`config.mk`:
```
export PLATFORM = sky130hd
export DESIGN_NAME = exc_commit_ctrl
export DESIGN_NICKNAME = d
export VERILOG_FILES = /design/src/rtl/exc_pkg.sv /design/src/rtl/exc_stage_reg.sv /design/src/rtl/exc_commit_unit.sv /design/src/rtl/exc_status_regs.sv /design/src/rtl/exc_commit_ctrl.sv
export SDC_FILE = /design/constraint.sdc
export NUM_CORES = 1
export LEC_CHECK = 0
export ABC_CLOCK_PERIOD_IN_PS = 3500
export BUFFER_PORTS_ARGS = -buffer_cell sky130_fd_sc_hd__buf_2
export CORE_ASPECT_RATIO = 1.25
export CORE_MARGIN = 4
export CORE_UTILIZATION = 50
export DETAILED_ROUTE_END_ITERATION = 8
export PLACE_DENSITY = 0.77
export SYNTH_ARGS = -nofsm -noshare
export SYNTH_HDL_FRONTEND = slang
export SYNTH_SLANG_ARGS = --single-unit
```
`constraint.sdc`:
```
create_clock -name clk -period 3.5 [get_ports clk]
set_input_delay 0.875 -clock clk [delete_from_list [all_inputs] [get_ports clk]]
set_output_delay 0.875 -clock clk [all_outputs]
set_load 0.1 [all_outputs]
```
`src/rtl/exc_pkg.sv`:
```
package exc_pkg;

  typedef enum logic [2:0] {
    EXC_IRQ   = 3'd0,
    EXC_FETCH = 3'd1,
    EXC_ILL   = 3'd2,
    EXC_OVF   = 3'd3,
    EXC_DMEM  = 3'd4
  } cause_t;

  // Fault record carried beside each in-flight instruction
  typedef struct packed {
    logic   valid;
    logic   exc;
    cause_t cause;
  } slot_t;

  // Cause code attached by the detector that sits before stage register idx
  function automatic cause_t stage_cause(input int idx);
    case (idx)
      0:       return EXC_FETCH;
      1:       return EXC_ILL;
      default: return EXC_OVF;
    endcase
  endfunction

endpackage

```
`src/rtl/exc_stage_reg.sv`:
```
module exc_stage_reg
  import exc_pkg::*;
#(
  parameter int     XLEN = 32,
  parameter cause_t CODE = EXC_FETCH
) (
  input  logic            clk,
  input  logic            rst,
  input  logic            flush_i,
  input  slot_t           in_i,
  input  logic [XLEN-1:0] pc_i,
  input  logic            fault_i,
  output slot_t           q_o,
  output logic [XLEN-1:0] pc_o
);

  slot_t nxt;

  // An older fault already recorded keeps its cause; a bubble never gains one
  always_comb begin
    nxt = in_i;
    if (in_i.valid && !in_i.exc && fault_i) begin
      nxt.exc   = 1'b1;
      nxt.cause = CODE;
    end
  end

  always_ff @(posedge clk) begin
    if (rst || flush_i) q_o <= '0;
    else                q_o <= nxt;
  end

  always_ff @(posedge clk) begin
    pc_o <= pc_i;
  end

endmodule

```
`src/rtl/exc_commit_unit.sv`:
```
module exc_commit_unit
  import exc_pkg::*;
#(
  parameter int              XLEN       = 32,
  parameter int              NIRQ       = 4,
  parameter logic [XLEN-1:0] HANDLER_PC = '0
) (
  input  slot_t           m_i,
  input  logic            dfault_i,
  input  logic [NIRQ-1:0] irq_i,
  input  logic            ie_i,
  input  logic            eret_i,
  input  logic [XLEN-1:0] epc_i,
  output logic            take_o,
  output logic            ret_o,
  output cause_t          cause_o,
  output logic [XLEN-1:0] target_o
);

  logic   inst_exc;
  logic   irq_hit;
  cause_t inst_cause;

  always_comb begin
    inst_exc   = m_i.exc || dfault_i;
    inst_cause = m_i.exc ? m_i.cause : EXC_DMEM;
    irq_hit    = ie_i && m_i.valid && (|irq_i);
    take_o     = m_i.valid && (irq_hit || inst_exc);
    cause_o    = irq_hit ? EXC_IRQ : inst_cause;
    ret_o      = m_i.valid && eret_i && !take_o;
    target_o   = take_o ? HANDLER_PC : epc_i;
  end

endmodule

```
`src/rtl/exc_status_regs.sv`:
```
module exc_status_regs
  import exc_pkg::*;
#(
  parameter int XLEN = 32
) (
  input  logic            clk,
  input  logic            rst,
  input  logic            take_i,
  input  logic            ret_i,
  input  cause_t          cause_i,
  input  logic [XLEN-1:0] pc_i,
  output cause_t          cause_o,
  output logic [XLEN-1:0] epc_o,
  output logic            ie_o,
  output logic            user_o
);

  always_ff @(posedge clk) begin
    if (rst) begin
      cause_o <= EXC_IRQ;
      epc_o   <= '0;
      ie_o    <= 1'b0;
      user_o  <= 1'b0;
    end else if (take_i) begin
      cause_o <= cause_i;
      epc_o   <= pc_i;
      ie_o    <= 1'b0;
      user_o  <= 1'b0;
    end else if (ret_i) begin
      ie_o    <= 1'b1;
      user_o  <= 1'b1;
    end
  end

endmodule

```
`src/rtl/exc_commit_ctrl.sv`:
```
module exc_commit_ctrl
  import exc_pkg::*;
#(
  parameter int              XLEN       = 32,
  parameter int              NIRQ       = 4,
  parameter logic [XLEN-1:0] HANDLER_PC = 32'h0000_0180
) (
  input  logic            clk,
  input  logic            rst,
  input  logic            f_valid_i,
  input  logic [XLEN-1:0] f_pc_i,
  input  logic            f_addr_fault_i,
  input  logic            d_illegal_i,
  input  logic            e_overflow_i,
  input  logic            m_addr_fault_i,
  input  logic [NIRQ-1:0] irq_i,
  input  logic            m_eret_i,
  output logic            kill_f_o,
  output logic            kill_d_o,
  output logic            kill_e_o,
  output logic            wb_kill_o,
  output logic            redirect_o,
  output logic [XLEN-1:0] redirect_pc_o,
  output logic [2:0]      cause_o,
  output logic [XLEN-1:0] epc_o,
  output logic            int_en_o,
  output logic            user_mode_o
);

  localparam int NSTG = 3;  // stage registers: decode, execute, memory

  slot_t           slot [NSTG+1];
  logic [XLEN-1:0] pcs  [NSTG+1];
  logic [NSTG-1:0] faults;
  logic            take, ret, flush;
  cause_t          take_cause, cause_q;
  logic [XLEN-1:0] target;
  logic [XLEN-1:0] m_pc;

  always_comb begin
    slot[0].valid = f_valid_i;
    slot[0].exc   = 1'b0;
    slot[0].cause = EXC_IRQ;
  end
  assign pcs[0] = f_pc_i;
  assign faults = {e_overflow_i, d_illegal_i, f_addr_fault_i};

  generate
    for (genvar g = 0; g < NSTG; g++) begin : g_stage
      exc_stage_reg #(
        .XLEN (XLEN),
        .CODE (stage_cause(g))
      ) u_stage (
        .clk     (clk),
        .rst     (rst),
        .flush_i (flush),
        .in_i    (slot[g]),
        .pc_i    (pcs[g]),
        .fault_i (faults[g]),
        .q_o     (slot[g+1]),
        .pc_o    (pcs[g+1])
      );
    end
  endgenerate

  assign m_pc = pcs[NSTG];

  exc_commit_unit #(
    .XLEN       (XLEN),
    .NIRQ       (NIRQ),
    .HANDLER_PC (HANDLER_PC)
  ) u_commit (
    .m_i      (slot[NSTG]),
    .dfault_i (m_addr_fault_i),
    .irq_i    (irq_i),
    .ie_i     (int_en_o),
    .eret_i   (m_eret_i),
    .epc_i    (epc_o),
    .take_o   (take),
    .ret_o    (ret),
    .cause_o  (take_cause),
    .target_o (target)
  );

  exc_status_regs #(
    .XLEN (XLEN)
  ) u_status (
    .clk     (clk),
    .rst     (rst),
    .take_i  (take),
    .ret_i   (ret),
    .cause_i (take_cause),
    .pc_i    (m_pc),
    .cause_o (cause_q),
    .epc_o   (epc_o),
    .ie_o    (int_en_o),
    .user_o  (user_mode_o)
  );

  assign flush         = take || ret;
  assign kill_f_o      = flush;
  assign kill_d_o      = flush;
  assign kill_e_o      = flush;
  assign wb_kill_o     = take;
  assign redirect_o    = flush;
  assign redirect_pc_o = target;
  assign cause_o       = cause_q;

endmodule

```
==> results.yml, run 1 <==
cells_and_area:
  diodes: 0
  n_fill_cell: 527
  drive_gt1_share_pct: 35.0
  layout_commonest_cell: "dfxtp_1"
  final_cell_mix: "dfxtp_1, buf_2, nand2b_1"
  nets: 485
  syn2layout_area_growth_pct: 41.0
  design_area_um2: 5770
status:
  outcome: "finished, final reports clean"
sta:
  hold_viol: 0
  skew_ns: 0.00566
  hold_slack_ns: 0.323
  min_period_over_period_pct: 91.0
  min_period_ns: 3.18
  report.final.slew_viol_count: 0
  setup_violations: 0
  finalSetupTns_ns: 0
  grt_setup_unrepaired: "false"
  max_freq_mhz: 314
  worst_pin_slew_ns: 0.849
  slew_headroom_pct: 43.4
drt:
  drc: 0
  firstDrtPassIters: 4
  viasPerCell: 4.63
  ant_nets: 0
  dr_total_vias: 2544
  routedWlPerCell_um: 13.1
  drt_iter0_markers: 92
  routed_wl_mm: 7.19
global_route:
  overflow: 0
  grt.total_usage_pct: 16.0
  grt_first_pass_wirelength_mm: 11.6
  antenna_found_initial: 0
  grt_pass1_vias: 2512
  grt_max_degree: 68
floorplanning:
  core-area_um2: 7880
  start_util_pct: 51.9
  fp.dieW_um: 88.9
  ioPinCount: 118
  die_area_um2: 9700
  fp.dieH_um: 109
  rows: 36
clock_tree:
  cts_hold_buf: 0
  cts_setup_buffers: 0
  cts_max_level: 4
  clock_latency_ns: 0.50
  cts_root_buf: "clkbuf_8"
  clk_path_buf_depth: 2
  cts.clk_slew.worst_paths_ns: 0.06
  numCtsBuffers: 17
  cts_tree: "built"
  cts_resized: 0
  cts.sinks: 142
place:
  dpl_cell_area_um2: 5190
  place_congestion: 0.779
  portBuffers: 117
  place_hpwl_mm: 4.84
min_path:
  min_from: "g_stage[1].u_stage.pc_o[31]$_DFF_P_"
  worstHoldPathType: "reg2reg"
yosys:
  yosysWarningCount: 0
  yosysUniqueCellTypes: 24
  postSynthNetCount: 366
  synth_area_per_cell_um2: 12.7
  synth_area_um2: 4090
  synth_seq_area_share_pct: 69.5
  synth_seq_cells: 142
  synthCells: 322
worst_setup_path:
  reg2reg_from: "g_stage[2].u_stage.q_o[3]$_SDFF_PP0_"
  crit_start: "irq_i[1]"
  worst_ep_arrival_time_ns: 2.31
  crit_path_start_kind: "primary input"
  critical_path_class: "in2out"
  crit_fanout: 32
  worstPathRequired_ns: 2.62
  cp-end-kind: "output pin"
power_and_ir_drop:
  ir_drop_v: 0.000475
  cellLeakagePower_uw: 0.00275
  p_per_area_nw_per_um2: 626
run:
  cap_violations: 0
-- power by group --
group,total [µW],switching [µW],internal (µW)
clock,1690,616,1070
combinational,217,145,71.9
sequential,1710,21.5,1690
-- final timing paths --
| path | end | slack [ns] | cells after the start |
|---|---|---|---|
| worst min-delay path | g_stage[2].u_stage.pc_o[31]$_DFF_P_ | 0.32 | 0 |
| worst max register to register | u_status.epc_o[16]$_SDFFE_PP0P_ | 1.94 | 4 |
| worst min register to register | g_stage[2].u_stage.pc_o[31]$_DFF_P_ | 0.32 | 0 |
| worst max-delay path | redirect_pc_o[1] | 0.32 | 6 |
-- cells by family (layout without fill, tap and decap cells) --
logic type	Yosys count	count (layout)	share of synthesized area, %
AND/OR/NAND/NOR	114	114	17.3
multiplexers	32	32	7.83
flip-flops	142	142	69.5
AO/OA/AOI/OAI	14	14	2.85
buffers and inverters	20	152	2.54
-- cells in the mapped netlist --
cell type / n / share of area (%)
dfxtp_1: 142 / 70
o21a_1: 3 / 0.55
and2_1: 30 / 4.6
mux2i_1: 32 / 7.8
buf_2: 2 / 0.24
inv_1: 1 / 0.092
o21bai_1: 1 / 0.18
and3_2: 1 / 0.18
o21ai_0: 1 / 0.12
a32oi_1: 2 / 0.43
nand2b_1: 66 / 10
nand2_1: 4 / 0.37
clkbuf_1: 10 / 0.92
o31a_2: 1 / 0.24
or4_4: 1 / 0.28
a311oi_4: 1 / 0.64
a211oi_1: 1 / 0.18
buf_4: 7 / 1.3
and4b_1: 1 / 0.24
nor3_1: 3 / 0.37
nor2_1: 3 / 0.28
and2_2: 4 / 0.73
nor4_1: 1 / 0.15
a21oi_1: 4 / 0.49
-- stage by stage --
step	instances	utilization (%)	worst slack, ns	total power (µW)
2_1_floorplan	322	-	0.0639	1890
3_3_place_gp	517	65.8	0.463	1950
3_5_place_dp	517	65.8	0.326	1960
4_1_cts	549	73.2	0.319	3650
5_1_grt	549	73.2	0.214	3750
6_report	549	73.2	0.315	3610
-- worst max-delay path, cell delays in order --
cell and delay (ns):
buf_2 0.10, nor4_1 0.43, o21a_2 0.25, buf_12 0.21
and2_1 0.22, buf_12 0.19
-- routing by layer --
metal / up-vias / GRT usage [%] / wire length (µm)
met5: - / 0 / 0
met4: 0 / 6.48 / 44
met3: 4 / 7.26 / 644
met2: 89 / 27.4 / 3830
met1: 1179 / 16.9 / 2670
li1: 1272 / - / -
-- flip-flops by register name, summed over array words and instances, names as in the netlist --
signal	count
g_stage.u_stage.pc_o	96
g_stage.u_stage.q_o	10
u_status.cause_o	3
u_status.epc_o	32
u_status.ie_o	1
-- final cells by class --
class                           count  area (µm²)  share of cell area [%]
Clock buffer                       23         467                    8.09
Clock inverter                      9         110                    1.91
Inverter                            1        3.75                  0.0651
Multi-Input combinational cell    160        1150                    19.9
Sequential cell                   142        2840                    49.3
Tap cell                           95         119                    2.06
Timing Repair Buffer              119        1080                    18.7
No activity file was read; power rests on OpenSTA's default activity.
==> run 2, diff against run 1 <==
--- a/config.mk
+++ b/config.mk
@@ -12,6 +12,7 @@
 export CORE_UTILIZATION = 50
 export DETAILED_ROUTE_END_ITERATION = 8
 export PLACE_DENSITY = 0.77
+export RECOVER_POWER = 50
 export SYNTH_ARGS = -nofsm -noshare
 export SYNTH_HDL_FRONTEND = slang
 export SYNTH_SLANG_ARGS = --single-unit
==> run 2 against run 1 <==
The run now ends with max-capacitance violations, max-slew violations left. Clock power about the same. Combinational power about the same. Largest power group unchanged. Clock-buffer cell count unchanged. Global-route usage unchanged. Via count down 0.43%. Cell area down 0.35%. Critical path depth unchanged. Final cell count unchanged.
==> results.yml, run 2 (synthesis results as in run 1) <==
clock_tree:
  cts_hold_buf: 0
  cts_root_buf: "clkbuf_8"
  cts_setup_buffers: 0
  clock_latency_ns: 0.50
  numCtsBuffers: 17
  cts_resized: 0
  cts_max_level: 4
  cts_tree: "built"
  cts.clk_slew.worst_paths_ns: 0.06
  cts.sinks: 142
  clk_path_buf_depth: 2
cells_and_area:
  layout_commonest_cell: "dfxtp_1"
  syn2layout_area_growth_pct: 40.5
  nets: 485
  design_area_um2: 5750
  final_cell_mix: "dfxtp_1, buf_2, nand2b_1"
  largest_reg_flops: 96
  n_fill_cell: 531
  regMostFlops: "g_stage.u_stage.pc_o"
  drive_gt1_share_pct: 34.4
  top_regs: "g_stage.u_stage.pc_o: 96 flops, u_status.epc_o: 32 flops, g_stage.u_stage.q_o: 10 flops"
  multiInputGateArea_um2: 1130
  diodes: 0
  layout.cells.non_filler: 549
  regArea_um2: 2840
power_and_ir_drop:
  ir_drop_v: 0.000475
  swShare_pct: 21.7
  cellLeakagePower_uw: 0.00274
  combPwrFrac_pct: 6.0
  p_per_area_nw_per_um2: 628
  seqPwrFrac_pct: 47.3
  report.power.total_uw: 3610
  p_clk_share_pct: 46.7
  switchingPower_uw: 784
  p_int_uw: 2830
run:
  cap_violations: 1
worst_setup_path:
  worst_ep_arrival_time_ns: 2.37
  cpMostUsedCell: "buf_12"
  crit_fanout: 32
  crit_path_start_kind: "primary input"
  worstPathRequired_ns: 2.62
  slowest_delay_ns: 0.44
  critical_path_class: "in2out"
  cp-end-kind: "output pin"
  crit_chain: "buf_2 -> nor4_1 -> o21a_1 -> buf_12 -> and2_1 -> buf_12"
  critPathSlowestCell: "nor4_1"
global_route:
  antenna_found_initial: 0
  overflow: 0
  grt_max_degree: 68
  grt_pass1_vias: 2512
  grt.total_usage_pct: 16.0
  grt_first_pass_wirelength_mm: 11.6
place:
  place_congestion: 0.779
  place_hpwl_mm: 4.84
  numPlacedInstances: 517
  portBuffers: 117
  dpl_cell_area_um2: 5190
sta:
  min_period_over_period_pct: 92.7
  worst_pin_slew_ns: 1.96
  setup_violations: 0
  min_period_ns: 3.25
  max_freq_mhz: 308
  report.final.slew_viol_count: 68
  slew_headroom_pct: -30.7
  hold_viol: 0
  grt_setup_unrepaired: "false"
  skew_ns: 0.00569
  finalSetupTns_ns: 0
min_path:
  worstHoldPathType: "reg2reg"
drt:
  viasPerCell: 4.61
  drt_iter0_markers: 82
  routedWlPerCell_um: 13.1
  drc: 0
  firstDrtPassIters: 4
  ant_nets: 0
  routed_wl_mm: 7.20
  dr_total_vias: 2533
status:
  outcome: "finished, violations left"
  violations: "max-capacitance violations, max-slew violations"
floorplanning:
  fp.dieW_um: 88.9
  ioPinCount: 118
  start_util_pct: 51.9
  rows: 36
  die_area_um2: 9700
  fp.dieH_um: 109
  core-area_um2: 7880
## run 2: cell types whose count changed in the layout (fill, tap and decap cells not counted), sizes merged
cell    previous run  this run
clkbuf            23        24
buf              119       118
## run 2: worst max-delay path: cells and delay by family
family                 cells  cell delay, ns
AOI/OAI and AO/OA          1            0.29
buffers and inverters      3            0.52
and+or+nand+nor            2            0.66
## run 2: path summary, 6_finish.rpt
| path | endpoint | startpoint | cells after the start | slack [ns] |
|---|---|---|---|---|
| hold reg to reg | g_stage[2].u_stage.pc_o[31]$_DFF_P_ | g_stage[1].u_stage.pc_o[31]$_DFF_P_ | 0 | 0.32 |
| hold / removal | g_stage[2].u_stage.pc_o[31]$_DFF_P_ | g_stage[1].u_stage.pc_o[31]$_DFF_P_ | 0 | 0.32 |
| setup reg to reg | g_stage[1].u_stage.q_o[1]$_SDFF_PP0_ | g_stage[2].u_stage.q_o[3]$_SDFF_PP0_ | 3 | 1.72 |
| setup / recovery | redirect_pc_o[1] | irq_i[1] | 6 | 0.25 |
## run 2: area by class of cell
cell class              instances  share of cell area, %
inverters                       1                 0.0653
clock buffers                  23                   8.12
multi-input cells             160                   19.6
flip-flops and latches        142                   49.5
well taps                      95                   2.07
repair buffers                119                   18.7
clock inverters                 9                   1.92
## run 2: routing by layer
| layer | global-route usage (%) | vias up | share of wire [%] |
|---|---|---|---|
| li1 | - | 1270 | - |
| met1 | 16.9 | 1171 | 37 |
| met2 | 27.4 | 88 | 53 |
| met3 | 7.26 | 4 | 8.8 |
| met4 | 6.48 | 0 | 0.61 |
| met5 | 0 | - | 0 |
## run 2: power by group through the flow
stage	clock network, µW	registers (µW)	logic (µW)
3_5_place_dp	0	1740	218
4_1_cts	1720	1710	220
5_1_grt	1800	1710	229
6_report	1690	1710	216
3_3_place_gp	0	1740	215
2_1_floorplan	0	1780	112
## run 2: stage by stage
stage | worst slack [ns] | utilization, % | hold slack, ns
3_5_place_dp | 0.326 | 65.8 | 0.312
3_3_place_gp | 0.463 | 65.8 | 0.310
2_1_floorplan | 0.0639 | - | 0.310
6_report | 0.254 | 72.9 | 0.323
4_1_cts | 0.319 | 73.2 | 0.324
5_1_grt | 0.140 | 72.9 | 0.325
